`src/rtl/cp_seq_pkg.sv`:
```
package cp_seq_pkg;
  localparam int WORD_W     = 16;
  localparam int SEL_W      = 6;
  localparam int ID_W       = 3;
  localparam logic [3:0] LINE_PREFIX = 4'hF;
  localparam logic [2:0] TYP_SET   = 3'b001;
  localparam logic [2:0] TYP_BR_S  = 3'b010;
  localparam logic [2:0] TYP_BR_L  = 3'b011;
  localparam int RESP_DONE_BIT  = 15;
  localparam int RESP_TRUTH_BIT = 0;
  localparam logic REG_COND = 1'b0;
  localparam logic REG_RESP = 1'b1;

  typedef enum logic [1:0] {K_BAD, K_SET, K_BR_S, K_BR_L} kind_e;

  typedef enum logic [2:0] {
    ST_OP, ST_CW, ST_WR, ST_POLL, ST_D0, ST_D1
  } state_e;

  typedef struct packed {
    logic resolved;
    logic truth;
  } resp_t;
endpackage

```
`src/rtl/cp_op_decode.sv`:
```
module cp_op_decode
  import cp_seq_pkg::*;
(
  input  logic [WORD_W-1:0] op_i,
  output kind_e             kind_o,
  output logic [ID_W-1:0]   id_o,
  output logic [SEL_W-1:0]  sel_o
);
  logic       line_ok;
  logic [2:0] typ;

  assign line_ok = (op_i[15:12] == LINE_PREFIX);
  assign typ     = op_i[8:6];
  assign id_o    = op_i[11:9];
  assign sel_o   = op_i[SEL_W-1:0];

  always_comb begin
    kind_o = K_BAD;
    if (line_ok) begin
      unique case (typ)
        TYP_SET:  kind_o = K_SET;
        TYP_BR_S: kind_o = K_BR_S;
        TYP_BR_L: kind_o = K_BR_L;
        default:  kind_o = K_BAD;
      endcase
    end
  end
endmodule

```
`src/rtl/cp_resp_decode.sv`:
```
module cp_resp_decode
  import cp_seq_pkg::*;
(
  input  logic [WORD_W-1:0] resp_i,
  output resp_t             resp_o
);
  assign resp_o.resolved = resp_i[RESP_DONE_BIT];
  assign resp_o.truth    = resp_i[RESP_TRUTH_BIT];
endmodule

```
`src/rtl/cp_target_add.sv`:
```
module cp_target_add #(
  parameter int ADDR_W = 32,
  parameter int DISP_W = 32
) (
  input  logic [ADDR_W-1:0] base_i,
  input  logic [DISP_W-1:0] disp_i,
  input  logic              long_i,
  output logic [ADDR_W-1:0] sum_o
);
  localparam int HALF_W = DISP_W / 2;

  logic signed [ADDR_W-1:0] disp_ext;

  always_comb begin
    if (long_i) disp_ext = ADDR_W'($signed(disp_i));
    else        disp_ext = ADDR_W'($signed(disp_i[HALF_W-1:0]));
  end

  assign sum_o = base_i + disp_ext;
endmodule

```
`src/rtl/cp_cond_seq.sv`:
```
module cp_cond_seq
  import cp_seq_pkg::*;
#(
  parameter int              ADDR_W    = 32,
  parameter int              EXT_WORDS = 1,
  parameter logic [ADDR_W-1:0] RESET_PC = 'h1000
) (
  input  logic                clk_i,
  input  logic                rst_ni,
  output logic                fetch_req_o,
  output logic [ADDR_W-1:0]   fetch_addr_o,
  input  logic                fetch_valid_i,
  input  logic [WORD_W-1:0]   fetch_data_i,
  output logic                cp_we_o,
  output logic                cp_re_o,
  output logic                cp_reg_o,
  output logic [ID_W-1:0]     cp_id_o,
  output logic [WORD_W-1:0]   cp_wdata_o,
  input  logic [WORD_W-1:0]   cp_rdata_i,
  output logic [ADDR_W-1:0]   pc_o,
  output logic                done_o,
  output logic                flag_we_o,
  output logic [7:0]          flag_data_o,
  output logic [SEL_W-1:0]    flag_ea_o,
  output logic                illegal_o
);
  localparam logic [ADDR_W-1:0] STEP_W   = ADDR_W'(2);
  localparam logic [ADDR_W-1:0] STEP_L   = ADDR_W'(4);
  localparam logic [ADDR_W-1:0] EXT_SKIP = ADDR_W'(2 * EXT_WORDS);
  localparam int                DISP_W   = 2 * WORD_W;

  state_e              state_q;
  kind_e               kind_q;
  logic [ADDR_W-1:0]   pc_q, scan_q;
  logic [WORD_W-1:0]   cw_q, hi_q;
  logic [ID_W-1:0]     id_q;
  logic [SEL_W-1:0]    ea_q;
  logic                done_q, ill_q, flag_we_q;
  logic [7:0]          flag_q;

  kind_e               dec_kind;
  logic [ID_W-1:0]     dec_id;
  logic [SEL_W-1:0]    dec_sel;
  resp_t               resp;
  logic [DISP_W-1:0]   disp_word;
  logic [ADDR_W-1:0]   target;
  logic                take;

  cp_op_decode u_dec (
    .op_i   (fetch_data_i),
    .kind_o (dec_kind),
    .id_o   (dec_id),
    .sel_o  (dec_sel)
  );

  cp_resp_decode u_resp (
    .resp_i (cp_rdata_i),
    .resp_o (resp)
  );

  assign disp_word = (state_q == ST_D1) ? {hi_q, fetch_data_i}
                                        : {{WORD_W{1'b0}}, fetch_data_i};

  cp_target_add #(.ADDR_W(ADDR_W), .DISP_W(DISP_W)) u_add (
    .base_i (scan_q),
    .disp_i (disp_word),
    .long_i (state_q == ST_D1),
    .sum_o  (target)
  );

  always_comb begin
    fetch_req_o  = 1'b0;
    fetch_addr_o = pc_q;
    unique case (state_q)
      ST_OP: begin fetch_req_o = 1'b1; fetch_addr_o = pc_q;          end
      ST_CW,
      ST_D0: begin fetch_req_o = 1'b1; fetch_addr_o = scan_q;        end
      ST_D1: begin fetch_req_o = 1'b1; fetch_addr_o = scan_q + STEP_W; end
      default: ;
    endcase
  end

  assign take        = fetch_req_o & fetch_valid_i;
  assign cp_we_o     = (state_q == ST_WR);
  assign cp_re_o     = (state_q == ST_POLL);
  assign cp_reg_o    = cp_re_o ? REG_RESP : REG_COND;
  assign cp_wdata_o  = cw_q;
  assign cp_id_o     = id_q;
  assign pc_o        = pc_q;
  assign done_o      = done_q;
  assign illegal_o   = ill_q;
  assign flag_we_o   = flag_we_q;
  assign flag_data_o = flag_q;
  assign flag_ea_o   = ea_q;

  always_ff @(posedge clk_i or negedge rst_ni) begin
    if (!rst_ni) begin
      state_q   <= ST_OP;
      kind_q    <= K_BAD;
      pc_q      <= RESET_PC;
      scan_q    <= RESET_PC;
      cw_q      <= '0;
      hi_q      <= '0;
      id_q      <= '0;
      ea_q      <= '0;
      done_q    <= 1'b0;
      ill_q     <= 1'b0;
      flag_we_q <= 1'b0;
      flag_q    <= 8'h00;
    end else begin
      done_q    <= 1'b0;
      ill_q     <= 1'b0;
      flag_we_q <= 1'b0;
      unique case (state_q)
        ST_OP: if (take) begin
          kind_q <= dec_kind;
          id_q   <= dec_id;
          ea_q   <= dec_sel;
          unique case (dec_kind)
            K_BAD: begin
              ill_q  <= 1'b1;
              done_q <= 1'b1;
              pc_q   <= pc_q + STEP_W;
            end
            K_SET: begin
              scan_q  <= pc_q + STEP_W;
              state_q <= ST_CW;
            end
            default: begin
              scan_q  <= pc_q + STEP_W + EXT_SKIP;
              cw_q    <= {{(WORD_W-SEL_W){1'b0}}, dec_sel};
              state_q <= ST_WR;
            end
          endcase
        end
        ST_CW: if (take) begin
          if (|fetch_data_i[WORD_W-1:SEL_W]) begin
            ill_q   <= 1'b1;
            done_q  <= 1'b1;
            pc_q    <= scan_q + STEP_W + EXT_SKIP;
            state_q <= ST_OP;
          end else begin
            cw_q    <= fetch_data_i;
            scan_q  <= scan_q + STEP_W + EXT_SKIP;
            state_q <= ST_WR;
          end
        end
        ST_WR: state_q <= ST_POLL;
        ST_POLL: if (resp.resolved) begin
          if (kind_q == K_SET) begin
            flag_we_q <= 1'b1;
            flag_q    <= resp.truth ? 8'hFF : 8'h00;
            pc_q      <= scan_q;
            done_q    <= 1'b1;
            state_q   <= ST_OP;
          end else if (!resp.truth) begin
            pc_q    <= scan_q + ((kind_q == K_BR_L) ? STEP_L : STEP_W);
            done_q  <= 1'b1;
            state_q <= ST_OP;
          end else begin
            state_q <= ST_D0;
          end
        end
        ST_D0: if (take) begin
          if (kind_q == K_BR_L) begin
            hi_q    <= fetch_data_i;
            state_q <= ST_D1;
          end else begin
            pc_q    <= target;
            done_q  <= 1'b1;
            state_q <= ST_OP;
          end
        end
        ST_D1: if (take) begin
          pc_q    <= target;
          done_q  <= 1'b1;
          state_q <= ST_OP;
        end
        default: state_q <= ST_OP;
      endcase
    end
  end

  p_addr_hold_r11: assert property (@(posedge clk_i) disable iff (!rst_ni)
    fetch_req_o && !fetch_valid_i |=> fetch_req_o && $stable(fetch_addr_o));

  p_write_before_read_r5: assert property (@(posedge clk_i) disable iff (!rst_ni)
    $rose(cp_re_o) |-> $past(cp_we_o));

  p_one_port_r6: assert property (@(posedge clk_i) disable iff (!rst_ni)
    $onehot0({cp_we_o, cp_re_o, fetch_req_o}));

  p_retry_poll_r6: assert property (@(posedge clk_i) disable iff (!rst_ni)
    cp_re_o && !cp_rdata_i[RESP_DONE_BIT] |=> cp_re_o && $stable(cp_id_o));

  p_flag_value_r7: assert property (@(posedge clk_i) disable iff (!rst_ni)
    flag_we_o |-> done_o && (flag_data_o == 8'hFF || flag_data_o == 8'h00));

  p_illegal_clean_r2: assert property (@(posedge clk_i) disable iff (!rst_ni)
    illegal_o |-> done_o && !flag_we_o);

  p_cond_reserved_r4: assert property (@(posedge clk_i) disable iff (!rst_ni)
    cp_we_o |-> (cp_wdata_o[WORD_W-1:SEL_W] == '0) && (cp_reg_o == REG_COND));
endmodule

```
`config.mk`:
```
export PLATFORM = sky130hd
export DESIGN_NAME = cp_cond_seq
export DESIGN_NICKNAME = d
export VERILOG_FILES = /design/src/rtl/cp_seq_pkg.sv /design/src/rtl/cp_op_decode.sv /design/src/rtl/cp_resp_decode.sv /design/src/rtl/cp_target_add.sv /design/src/rtl/cp_cond_seq.sv
export SDC_FILE = /design/constraint.sdc
export NUM_CORES = 1
export LEC_CHECK = 0
export ABC_AREA = 1
export CAP_MARGIN = 20
export CORE_ASPECT_RATIO = 1.25
export CORE_UTILIZATION = 60
export CTS_CLUSTER_DIAMETER = 200
export DETAILED_ROUTE_END_ITERATION = 16
export DONT_BUFFER_PORTS = 1
export PLACE_DENSITY = 0.76
export SETUP_SLACK_MARGIN = 0.02
export SYNTH_ARGS = -nofsm -noshare
export SYNTH_HDL_FRONTEND = slang
export SYNTH_SLANG_ARGS = --single-unit
```
`constraint.sdc`:
```
create_clock -name clk_i -period 5.04 [get_ports clk_i]
set_input_delay 1.008 -clock clk_i [delete_from_list [all_inputs] [get_ports clk_i]]
set_output_delay 1.008 -clock clk_i [all_outputs]
set_load 0.005 [all_outputs]
```
; Word level (Yosys, flattened, before mapping)
; Index checks and enable logic that the tools add are counted.
[op_classes]
n_addsub = 6
eq_ne = 24
muxes = 56
n_bitwise = 1
n_reduce_logical = 15
[ops]
columns = op, n
row1 = two-way mux 32 bit, 15
row2 = one-hot mux 32 bit (2 select lines), 3
row3 = one-hot mux 32 bit (5 select lines), 1
row4 = adder 32 x 2 -> 32 bit (second input constant), 4
row5 = two-way mux 16 bit, 4
row6 = adder 32 x 3 -> 32 bit, 1
row7 = adder 32 bit, 1
row8 = one-hot mux 16 bit (2 select lines), 1
row9 = two-way mux 3 bit, 9
row10 = != test 2 bit (second input constant), 9
row11 = one-hot mux 3 bit (6 select lines), 1
row12 = two-way mux 1 bit, 15
row13 = == test 3 x 2 -> 1 bit (second input constant), 4
row14 = AND reduction 10 bit, 1
row15 = AND reduction 5 bit, 2
row16 = OR reduction 10 bit, 1
row17 = two-way mux 8 bit, 1
row18 = == test 3 x 1 -> 1 bit (second input constant), 2
row19 = == test 3 bit (second input constant), 2
row20 = one-hot mux 2 bit (3 select lines), 1
row21 = one-hot mux 3 bit (2 select lines), 1
row22 = AND reduction 3 bit, 2
row23 = AND reduction 6 bit, 1
row24 = one-hot mux 1 bit (5 select lines), 1
row25 = other kinds (15), 19
[totals]
regBits = 121
inputBits = 35
word_cells = 114

; Depth between registers and ports, before layout
; Gate-level depths: netlist (run 1).
[depth]
depth_word = 8
ltp_mapped = 22
ltp_nobuf = 21

; By module
; Synthesis (run 1) repeated with hierarchy kept, for this count alone.
[unflattened]
cells_unflattened = 2285
hier_area_um2 = 13056.3
[by_module_without_submodules]
columns = mod, instances, cells_per_inst, area_each_um2
row1 = cp_cond_seq, 1, 1736, 10428.8
row2 = cp_target_add, 1, 528, 2507.4
row3 = cp_op_decode, 1, 19, 105.1
row4 = cp_resp_decode, 1, 2, 15.0

; Least setup slack after synthesis (run 1)
; Ideal clock, no wire load.
[synth_path]
path_type = input port to flip-flop
startpoint = in fetch_data_i[15]
endpoint = reg pc_q[23], in the netlist pc_o[23]
setup_time_ns = 0.116
arrival_ns = 2.869
required_time_ns = 4.924
slack_ns = 2.054
path_stages = 15
n_path_buf = 1
path_cell_list = inv_1 > nand2_1 > clkbuf_1 > o21ai_0 > inv_1 > ha_1 > nand2_1 > o21a_1 > o21ai_0 > a21oi_1 > or2_2 > nand3_1 > nand3_1 > nand2_1 > nand2_1
[synth_via]
elab_chain_cells = 6
[synth_rtl]
columns = item, line
row1 = from (decl), cp_cond_seq.sv:13  ; input logic [WORD_W-1:0] fetch_data_i,
row2 = two-way mux 32 bit, cp_cond_seq.sv:61  ; assign disp_word = (state_q == ST_D1) ? {hi_q, fetch_data_i}
row3 = two-way mux 32 bit, cp_target_add.sv:15  ; if (long_i) disp_ext = ADDR_W'($signed(disp_i));
row4 = adder 32 bit, cp_target_add.sv:19  ; assign sum_o = base_i + disp_ext;
row5 = two-way mux 32 bit, cp_cond_seq.sv:165  ; if (kind_q == K_BR_L) begin
row6 = two-way mux 32 bit, cp_cond_seq.sv:164  ; ST_D0: if (take) begin
row7 = one-hot mux 32 bit (5 select lines), cp_cond_seq.sv:114  ; unique case (state_q)
row8 = to (signal assigned), cp_cond_seq.sv:123  ; pc_q <= pc_q + STEP_W;
row9 = to (signal assigned), cp_cond_seq.sv:169  ; pc_q <= target;
row10 = to (signal assigned), cp_cond_seq.sv:175  ; pc_q <= target;
row11 = to (decl), cp_cond_seq.sv:34  ; logic [ADDR_W-1:0] pc_q, scan_q;
; Several ways; a longest one is shown, not always the timed one. The select of a mux whose other input is x is not followed.
; A chain may end at the register's enable or synchronous reset.

; Worst setup path after layout (run 1)
[layout_path]
startpoint = reg state_q[1]
endpoint = out fetch_addr_o[21]
[layout_via]
elab_chain_cells = 3
[layout_rtl]
columns = item, line
row1 = from (decl), cp_cond_seq.sv:32  ; state_e state_q;
row2 = from (signal assigned), cp_cond_seq.sv:98  ; state_q <= ST_OP;
row3 = from (signal assigned), cp_cond_seq.sv:127  ; state_q <= ST_CW;
row4 = from (signal assigned), cp_cond_seq.sv:132  ; state_q <= ST_WR;
row5 = == test 3 bit / == test 3 x 1 -> 1 bit (equally long branches), cp_cond_seq.sv:74  ; unique case (state_q)
row6 = OR reduction 2 bit, cp_cond_seq.sv:74
row7 = one-hot mux 32 bit (2 select lines) *, cp_cond_seq.sv:74
row8 = to (decl), cp_cond_seq.sv:11  ; output logic [ADDR_W-1:0] fetch_addr_o,
; Every way passes the cells marked *; elsewhere a longest branch is shown, timed or not.

==> impl_metrics.csv, run 1 <==
group,metric,value,unit
worst_hold_path,hp-class,"in -> async",
worst_setup_path,cp_num_buf_inv,5,
logic_synthesis,synth_top_area_cell,"dfrtp_1",
sta,finalHoldViolCount,0,
die,initial_core_util,61.4,%
die,core,20200,um^2
die,die_x,131,um
drt,via_per_inst,5.99,
cts,cts_buffers,17,
worst_setup_path,cp.depth,10,
sta,fin_worst_skew,14.3,ps
logic_synthesis,netlist_area,12400,um^2
drt,drt_iter0_markers,1527,
cells_and_area,instances_no_fill,2391,
drt,wl_per_cell,19.5,um
drt,drc,0,
power_and_ir_drop,leakage,6.51,nW
drt,vias,14300,
status,outcome,"complete, no violations",
logic_synthesis,synth_flop_cell,"dfrtp_1",
sta,setup_tns,0,ps
global_routing,grt_max_degree,115,
cells_and_area,area_delta_synth_final,5.85,%
cells_and_area,design_area,13100,um^2
cts,clock_sinks,114,
worst_setup_path,rr_worst_depth,20,
cells_and_area,utilization,65.0,%
global_routing,grt_pass1_vias,13100,
logic_synthesis,synth_area_leaders,"dfrtp_1, nand2_1, inv_1",
power_and_ir_drop,ir_drop,0.391,mV
sta,finalCriticalPeriod,4820,ps
worst_setup_path,cp_cell_sequence,"inv_2 > nand2_2 > inv_2 > buf_4 > nand2_1 > inv_1 > nor2_1 > inv_1 > a22oi_1 > o21ai_0",
placed_design,place_congestion,1.01,
placed_design,dpl-instance-area,12500,um^2
logic_synthesis,yosysTopAreaCellShare,22.6,%
logic_synthesis,async_flop_share,100,%
logic_synthesis,synth.yosys.seq_area_share,23.0,%
worst_setup_path,crit_path_max_fanout,23,
logic_synthesis,syn-instance-count,2137,
drt,ant_nets,0,
cts,htreeDepth,4,
cells_and_area,diodes,0,
logic_synthesis,ys_ff_latch,114,
worst_setup_path,cp_slowest_cell,"nor2_1",
placed_design,dp_cells,2358,
logic_synthesis,synth-edff-count,0,
sta,worst_slew_pin_slew,1000,ps
die,die_h,163,um
power_and_ir_drop,p_per_area,595,nW/um^2
cells_and_area,drive_gt1_share,7.21,%
cells_and_area,final_common_cell,"nand2_1",
cells_and_area,nNetsFinal,2182,
job,cap_violations,0,
sta,relSlewSlack,32.8,%
global_routing,antenna_found_initial,0,
global_routing,grt_first_pass_wirelength,69500,um
drt,first_pass_iters,6,
cts,cts_tree,"built",
worst_setup_path,cp.arrival,3820,ps
global_routing,grtUsageTotal,44.0,%
sta,max_freq,207,MHz
die,dieArea,21200,um^2
cts,cts.repair.resized,0,
die,num_rows,58,
worst_setup_path,crit_required,4030,ps
sta,setup_viol,0,
logic_synthesis,yosysWarnings,0,
cells_and_area,final_cell_mix,"nand2_1, inv_1, nor2_1",
sta,grt_setup_unrepaired,"no",
cts,cts_hold_buf,0,
placed_design,numPortBuffers,0,
sta,post-route-period-util,95.7,%
worst_setup_path,ff2ff_setup_slack,890,ps
worst_setup_path,max_stage_delay,750,ps
logic_synthesis,syn-num-nets,2211,
worst_setup_path,crit_path_end_kind,"output port",
cts,root_buffer,"clkbuf_16",
die,io-pin-count,139,
worst_setup_path,start_kind,"register",
cts,clk_pin_slew,70,ps
logic_synthesis,avgSynthCellArea,5.80,um^2
worst_setup_path,critical-path-top-delay-family,"simple AND/OR/NAND/NOR gates",
drt,routed_wl,46600,um
global_routing,grt-ovfl-total,0,
logic_synthesis,synth_cell_types,48,
cts,cts_setup_buffers,0,
cts,clockBufferDepth,2,
worst_setup_path,worstSetupPathType,"reg -> out",
placed_design,hpwlAfterDp,36900,um
cts,clkLatencyLatePin,430,ps
sta,drv_slew,0,
==> worst register-to-register path, stage by stage (launching register included) <==
cell and delay, ps:
dfrtp_1 500, inv_2 100, nand2_2 330, inv_2 70, nand2_1 420, nand2_1 430
o21ai_0 230, inv_1 70, ha_1 340, a21oi_1 220, o21ai_0 190, a21oi_1 140
o21ai_0 100, a21oi_1 260, nand3_1 110, nand2_1 80, nor2_1 60, nor2_1 150
nand2_1 110, nand2_1 70, nand2_1 40
==> registers in the layout, summed over array words and instances (netlist names) <==
name,flops
hi_q,16
state_q,3
flag_we_o,1
kind_q,2
scan_q,32
cp_id_o,3
cp_wdata_o,16
flag_data_o,1
pc_o,32
done_o,1
illegal_o,1
flag_ea_o,6
==> routing by layer <==
metal  up-vias  track usage (%)  wire (um)
li1       6912                -          -
met1      6473             53.3      17200
met2       795             71.0      21500
met3       150             9.13       4960
met4         0             26.4       2940
met5         -                0          0
==> path summary, 6_finish.rpt <==
path,startpoint,end
hold / removal,rst_ni,hi_q[10]$_DFFE_PN0P_
hold reg to reg,hi_q[5]$_DFFE_PN0P_,hi_q[5]$_DFFE_PN0P_
setup / recovery,state_q[1]$_DFFE_PN0P_,fetch_addr_o[21]
max in group asynchronous,rst_ni,scan_q[12]$_DFFE_PN1P_
min in group clk_i,hi_q[5]$_DFFE_PN0P_,hi_q[5]$_DFFE_PN0P_
setup reg to reg,state_q[1]$_DFFE_PN0P_,pc_o[28]$_DFFE_PN0P_
==> cells by family after synthesis <==
group,after synthesis,synth area share (%)
mux,2,0.182
fa+ha+maj,39,4.06
compound gates,377,17.2
simple gates,1242,43.5
xor+xnor,10,0.828
buf+inv,353,11.2
flops,114,23.0
==> stage by stage <==
step                      power, W  worst slack (ps)  hold WS (ps)
after floorplan            0.00508              2050           448
after global placement     0.00625               946           463
after detailed placement   0.00636               923           468
after CTS                  0.00762               472           262
after global routing       0.00835               233           262
final                      0.00781               217           267
==> synth_stat cells (10+ instances only) <==
library cell,n
nor2_2,41
nand4_1,26
a22oi_1,20
inv_1,279
inv_2,11
a31oi_1,19
o21ai_0,186
nor2_1,228
ha_1,37
o211ai_1,10
a21oi_1,79
nand2_2,24
nand3_1,201
nor3_1,19
nor2_4,14
o22ai_1,10
buf_4,11
buf_2,15
nand2_1,661
dfrtp_1,112
o221ai_1,14
clkbuf_1,31
==> where the power goes <==
part	total, W	leakage [nW]	switching (W)	internal (W)
registers	0.00187	1.45	0.000649	0.00122
clock network	0.00125	0.278	0.000519	0.000734
logic	0.00468	4.79	0.00330	0.00138
total	0.00781	6.51	0.00447	0.00334
==> layout make-up <==
cell class / instances / area [um^2]
clock buffers: 18 / 429
clock inverters: 14 / 154
fillers: 2009 / 7050
inverters: 294 / 1100
multi-input cells: 1670 / 8150
flip-flops and latches: 114 / 2860
well taps: 270 / 338
repair buffers: 11 / 88.8
(Power assumes the default switching activity.)
==> run 2: changes to the inputs <==
SYNTH_HIERARCHICAL = 1   (was not set)
clock period = 5.4 ns   (was 5.04 ns; I/O delays follow)
==> impl_metrics.csv, run 2 <==
group,metric,value,unit
status,outcome,"complete, no violations",
worst_setup_path,worstSetupPathType,"reg -> out",
drt,via_per_inst,5.95,
power_and_ir_drop,total_power,0.00858,W
cts,clkLatencyLatePin,440,ps
job,cap_violations,0,
sta,drv_slew,0,
global_routing,grtUsageTotal,44.6,%
cts,clk_pin_slew,60,ps
logic_synthesis,synth.yosys.seq_area_share,21.9,%
cells_and_area,nNetsFinal,2320,
sta,post-route-period-util,81.4,%
logic_synthesis,yosysMostFrequentCell,"nand2_1",
cts,clockBufferDepth,2,
drt,vias,15100,
logic_synthesis,synth-edff-count,0,
logic_synthesis,syn-instance-count,2285,
worst_setup_path,crit_path_end_kind,"output port",
global_routing,grt-ovfl-total,0,
global_routing,grt_max_degree,115,
worst_hold_path,hp-class,"in -> async",
sta,setup_viol,0,
drt,wl_per_cell,19.4,um
drt,drt_iter0_markers,1684,
sta,max_freq,228,MHz
power_and_ir_drop,ir_drop,0.436,mV
logic_synthesis,avgSynthCellArea,5.71,um^2
cts,cts_buffers,17,
cts,clock_sinks,114,
die,num_rows,60,
die,io-pin-count,139,
cells_and_area,utilization,63.8,%
logic_synthesis,async_flop_share,100,%
worst_setup_path,start_kind,"register",
sta,worst_slew_pin_slew,1050,ps
power_and_ir_drop,leakage,7.25,nW
cts,cts_hold_buf,0,
placed_design,numPortBuffers,0,
worst_setup_path,crit_required,4320,ps
cells_and_area,drive_gt1_share,7.70,%
sta,fin_worst_skew,18.1,ps
logic_synthesis,ys_ff_latch,114,
worst_setup_path,cp.arrival,3320,ps
cells_and_area,diodes,0,
cts,cts_tree,"built",
logic_synthesis,netlist_area,13100,um^2
sta,setup_tns,0,ps
die,dieArea,22400,um^2
logic_synthesis,synth_area_leaders,"nand2_1, dfrtp_1, inv_1",
drt,drc,0,
die,initial_core_util,60.8,%
logic_synthesis,synth_top_area_cell,"nand2_1",
cells_and_area,final_cell_mix,"nand2_1, inv_1, nor2_1",
die,die_x,134,um
cts,htreeDepth,4,
cts,root_buffer,"clkbuf_16",
logic_synthesis,synth_cell_types,48,
logic_synthesis,syn-num-nets,2358,
placed_design,hpwlAfterDp,39200,um
logic_synthesis,ys_top_cells_by_count,"nand2_1, inv_1, nor2_1",
logic_synthesis,synth_flop_cell,"dfrtp_1",
placed_design,place_congestion,1.03,
logic_synthesis,yosysTopAreaCellShare,22.7,%
sta,finalCriticalPeriod,4400,ps
sta,relSlewSlack,29.9,%
die,core,21500,um^2
global_routing,grt_first_pass_wirelength,76100,um
sta,finalHoldViolCount,0,
cells_and_area,area_delta_synth_final,4.99,%
cts,cts_setup_buffers,0,
global_routing,grt_pass1_vias,14300,
power_and_ir_drop,p_per_area,626,nW/um^2
drt,first_pass_iters,6,
cts,cts.repair.resized,0,
logic_synthesis,yosysWarnings,6,
global_routing,antenna_found_initial,0,
worst_setup_path,rr_worst_depth,19,
drt,ant_nets,0,
worst_setup_path,crit_path_max_fanout,21,
cells_and_area,final_common_cell,"nand2_1",
drt,routed_wl,49200,um
die,die_h,167,um
sta,grt_setup_unrepaired,"no",
## run 2: final cells by class
type                       count  area [um^2]
clock buffer                  18          439
timing repair buffer          12         97.6
sequential                   114         2860
tap                          279          349
fill                        2115         7760
clock inverter                14          120
inverter                     337         1260
multi-input combinational   1765         8580
## run 2: cells by family (layout without fill, tap and decap cells)
family	count (synthesis)	count (layout)	share of synthesized area, %
buffers and inverters	406	381	12.5
AO/OA/AOI/OAI	287	287	12.8
adder cells (fa/ha/maj)	38	38	3.76
AND/OR/NAND/NOR	1401	1401	46.2
multiplexers	11	11	0.949
XOR/XNOR	28	28	1.94
flip-flops	114	114	21.9
## run 2: worst paths after layout
check / to / slack (ps) / start
setup / recovery: fetch_addr_o[22] / 1000 / state_q[0]$_DFFE_PN0P_
hold / removal: pc_o[28]$_DFFE_PN0P_ / 330 / rst_ni
setup reg to reg: pc_o[21]$_DFFE_PN0P_ / 1160 / state_q[1]$_DFFE_PN0P_
hold reg to reg: hi_q[10]$_DFFE_PN0P_ / 510 / hi_q[10]$_DFFE_PN0P_
max in group asynchronous: pc_o[12]$_DFFE_PN1P_ / 4790 / rst_ni
min in group clk_i: hi_q[10]$_DFFE_PN0P_ / 510 / hi_q[10]$_DFFE_PN0P_
## run 2: stage by stage
stage | cells | hold slack, ps | setup slack, ps | instance area (um^2)
2_1_floorplan | 2285 | 475 | 2280 | 13100
3_3_place_gp | 2506 | 492 | 1440 | 13100
3_5_place_dp | 2506 | 500 | 1340 | 13100
4_1_cts | 2538 | 327 | 1090 | 13700
5_1_grt | 2539 | 328 | 824 | 13700
6_report | 2539 | 332 | 1000 | 13700
## run 2: routing by layer
| metal | global-route usage (%) | wire length, um |
|---|---|---|
| met1 | 52.2 | 18000 |
| met2 | 74.1 | 22700 |
| met3 | 6.94 | 4670 |
| met4 | 31.1 | 3840 |
| met5 | 0 | 0 |
## run 2: worst max-delay path, stage by stage (launching register included)
cell     delay [ps]
dfrtp_1         490
nand2_1         460
nor2_2          590
nor2_1          150
buf_4           240
inv_1           560
a22oi_1         150
o21ai_0         230
## run 2: where the power goes
part | leakage [nW] | internal [W] | switching [W]
sequential | 1.32 | 0.00118 | 0.000645
clock | 0.269 | 0.000613 | 0.000502
combinational | 5.66 | 0.00165 | 0.00400
total | 7.25 | 0.00343 | 0.00514
==> run 3: changes to the inputs <==
clock period = 4.4 ns   (was 5.4 ns; I/O delays follow)
==> impl_metrics.csv, run 3 (synthesis gave the netlist of run 2 again) <==
group,metric,value,unit
status,outcome,"complete, no violations",
cts,clockBufferDepth,2,
global_routing,grt_pass1_vias,14500,
global_routing,grtUsageTotal,45.5,%
power_and_ir_drop,p_per_area,775,nW/um^2
worst_setup_path,cp.arrival,3460,ps
die,die_x,134,um
sta,relSlewSlack,20.7,%
cts,clkLatencyLatePin,430,ps
cells_and_area,instances_no_fill,2541,
drt,wl_per_cell,19.7,um
cts,root_buffer,"clkbuf_16",
cells_and_area,design_area,13800,um^2
cells_and_area,drive_gt1_share,7.87,%
sta,max_freq,230,MHz
sta,setup_viol,0,
cts,cts_tree,"built",
cells_and_area,final_common_cell,"nand2_1",
cts,htreeDepth,4,
cells_and_area,utilization,64.1,%
global_routing,grt-ovfl-total,0,
sta,setup_tns,0,ps
global_routing,grt_max_degree,115,
die,die_h,167,um
cells_and_area,final_cell_mix,"nand2_1, inv_1, nor2_1",
worst_setup_path,crit_path_end_kind,"output port",
cells_and_area,area_delta_synth_final,5.39,%
cells_and_area,diodes,0,
die,core,21500,um^2
placed_design,place_congestion,1.03,
global_routing,grt_first_pass_wirelength,77300,um
placed_design,dpl-instance-area,13100,um^2
sta,drv_slew,0,
sta,grt_setup_unrepaired,"no",
die,dieArea,22400,um^2
worst_setup_path,rr_worst_depth,22,
drt,ant_nets,0,
power_and_ir_drop,leakage,7.27,nW
drt,first_pass_iters,7,
worst_hold_path,hp-class,"in -> async",
worst_setup_path,crit_required,3520,ps
sta,hold_ws,132,ps
die,num_rows,60,
drt,routed_wl,50100,um
global_routing,antenna_found_initial,0,
sta,fin_worst_skew,15.6,ps
placed_design,numPortBuffers,0,
drt,via_per_inst,5.94,
power_and_ir_drop,ir_drop,0.496,mV
worst_setup_path,worstSetupPathType,"reg -> out",
die,io-pin-count,139,
die,initial_core_util,60.8,%
worst_setup_path,start_kind,"register",
cells_and_area,nNetsFinal,2322,
cts,cts_buffers,17,
drt,drt_iter0_markers,1676,
cts,cts_hold_buf,0,
placed_design,hpwlAfterDp,39200,um
drt,drc,0,
sta,finalCriticalPeriod,4340,ps
sta,post-route-period-util,98.7,%
drt,vias,15100,
job,cap_violations,0,
cts,cts_setup_buffers,0,
cts,clock_sinks,114,
worst_setup_path,crit_path_max_fanout,24,
cts,clk_pin_slew,70,ps
placed_design,dp_cells,2507,
sta,finalHoldViolCount,0,
sta,worst_slew_pin_slew,1190,ps
## run 3: cell type report
cell class / instances / area, um^2
fill: 2095 / 7710
timing repair inverter: 1 / 7.51
clock buffer: 17 / 425
multi-input combinational: 1765 / 8590
clock inverter: 15 / 159
inverter: 337 / 1270
sequential: 114 / 2860
timing repair buffer: 13 / 105
tap: 279 / 349
## run 3: power by group
group / total, W / internal (W) / switching [W]
registers: 0.00226 / 0.00144 / 0.000823
clock network: 0.00147 / 0.000805 / 0.000668
logic: 0.00692 / 0.00201 / 0.00491
## run 3: stage by stage
stage | worst slack, ps | power (W)
floorplan | 1280 | 0.00696
global placement | 243 | 0.00869
detailed placement | 172 | 0.00886
CTS | 153 | 0.0103
global route | 22.8 | 0.0114
finish | 55.1 | 0.0107
## run 3: critical path, stage by stage, from the launching register on
cell	delay (ps)
dfrtp_1	500
nor2_1	160
nor2_1	910
inv_1	840
a22oi_1	380
o21ai_0	240
## run 3: what timing repair did
action / in CTS / in global routing
endpoints found under the hold margin: 0 / 0
cloned: 0 / 1
setup endpoints to repair: 21 / 19
gates resized for setup: 1 / 3
## run 3: metal layers
metal  track usage [%]  up-vias  wire length (um)
li1                  -     7174                 -
met1              52.2     6894             17900
met2              76.4      852             23600
met3              9.68      177              5180
met4              28.7        0              3340
met5                 0        -                 0
## run 3: final timing paths
kind	start	slack [ps]	endpoint
worst max-delay path	state_q[0]$_DFFE_PN0P_	60	fetch_addr_o[20]
worst min-delay path	rst_ni	130	pc_o[25]$_DFFE_PN0P_
worst max register to register	state_q[1]$_DFFE_PN0P_	690	pc_o[30]$_DFFE_PN0P_
worst min register to register	hi_q[10]$_DFFE_PN0P_	510	hi_q[10]$_DFFE_PN0P_
max in group asynchronous	rst_ni	3950	pc_o[12]$_DFFE_PN1P_
min in group clk_i	hi_q[10]$_DFFE_PN0P_	510	hi_q[10]$_DFFE_PN0P_
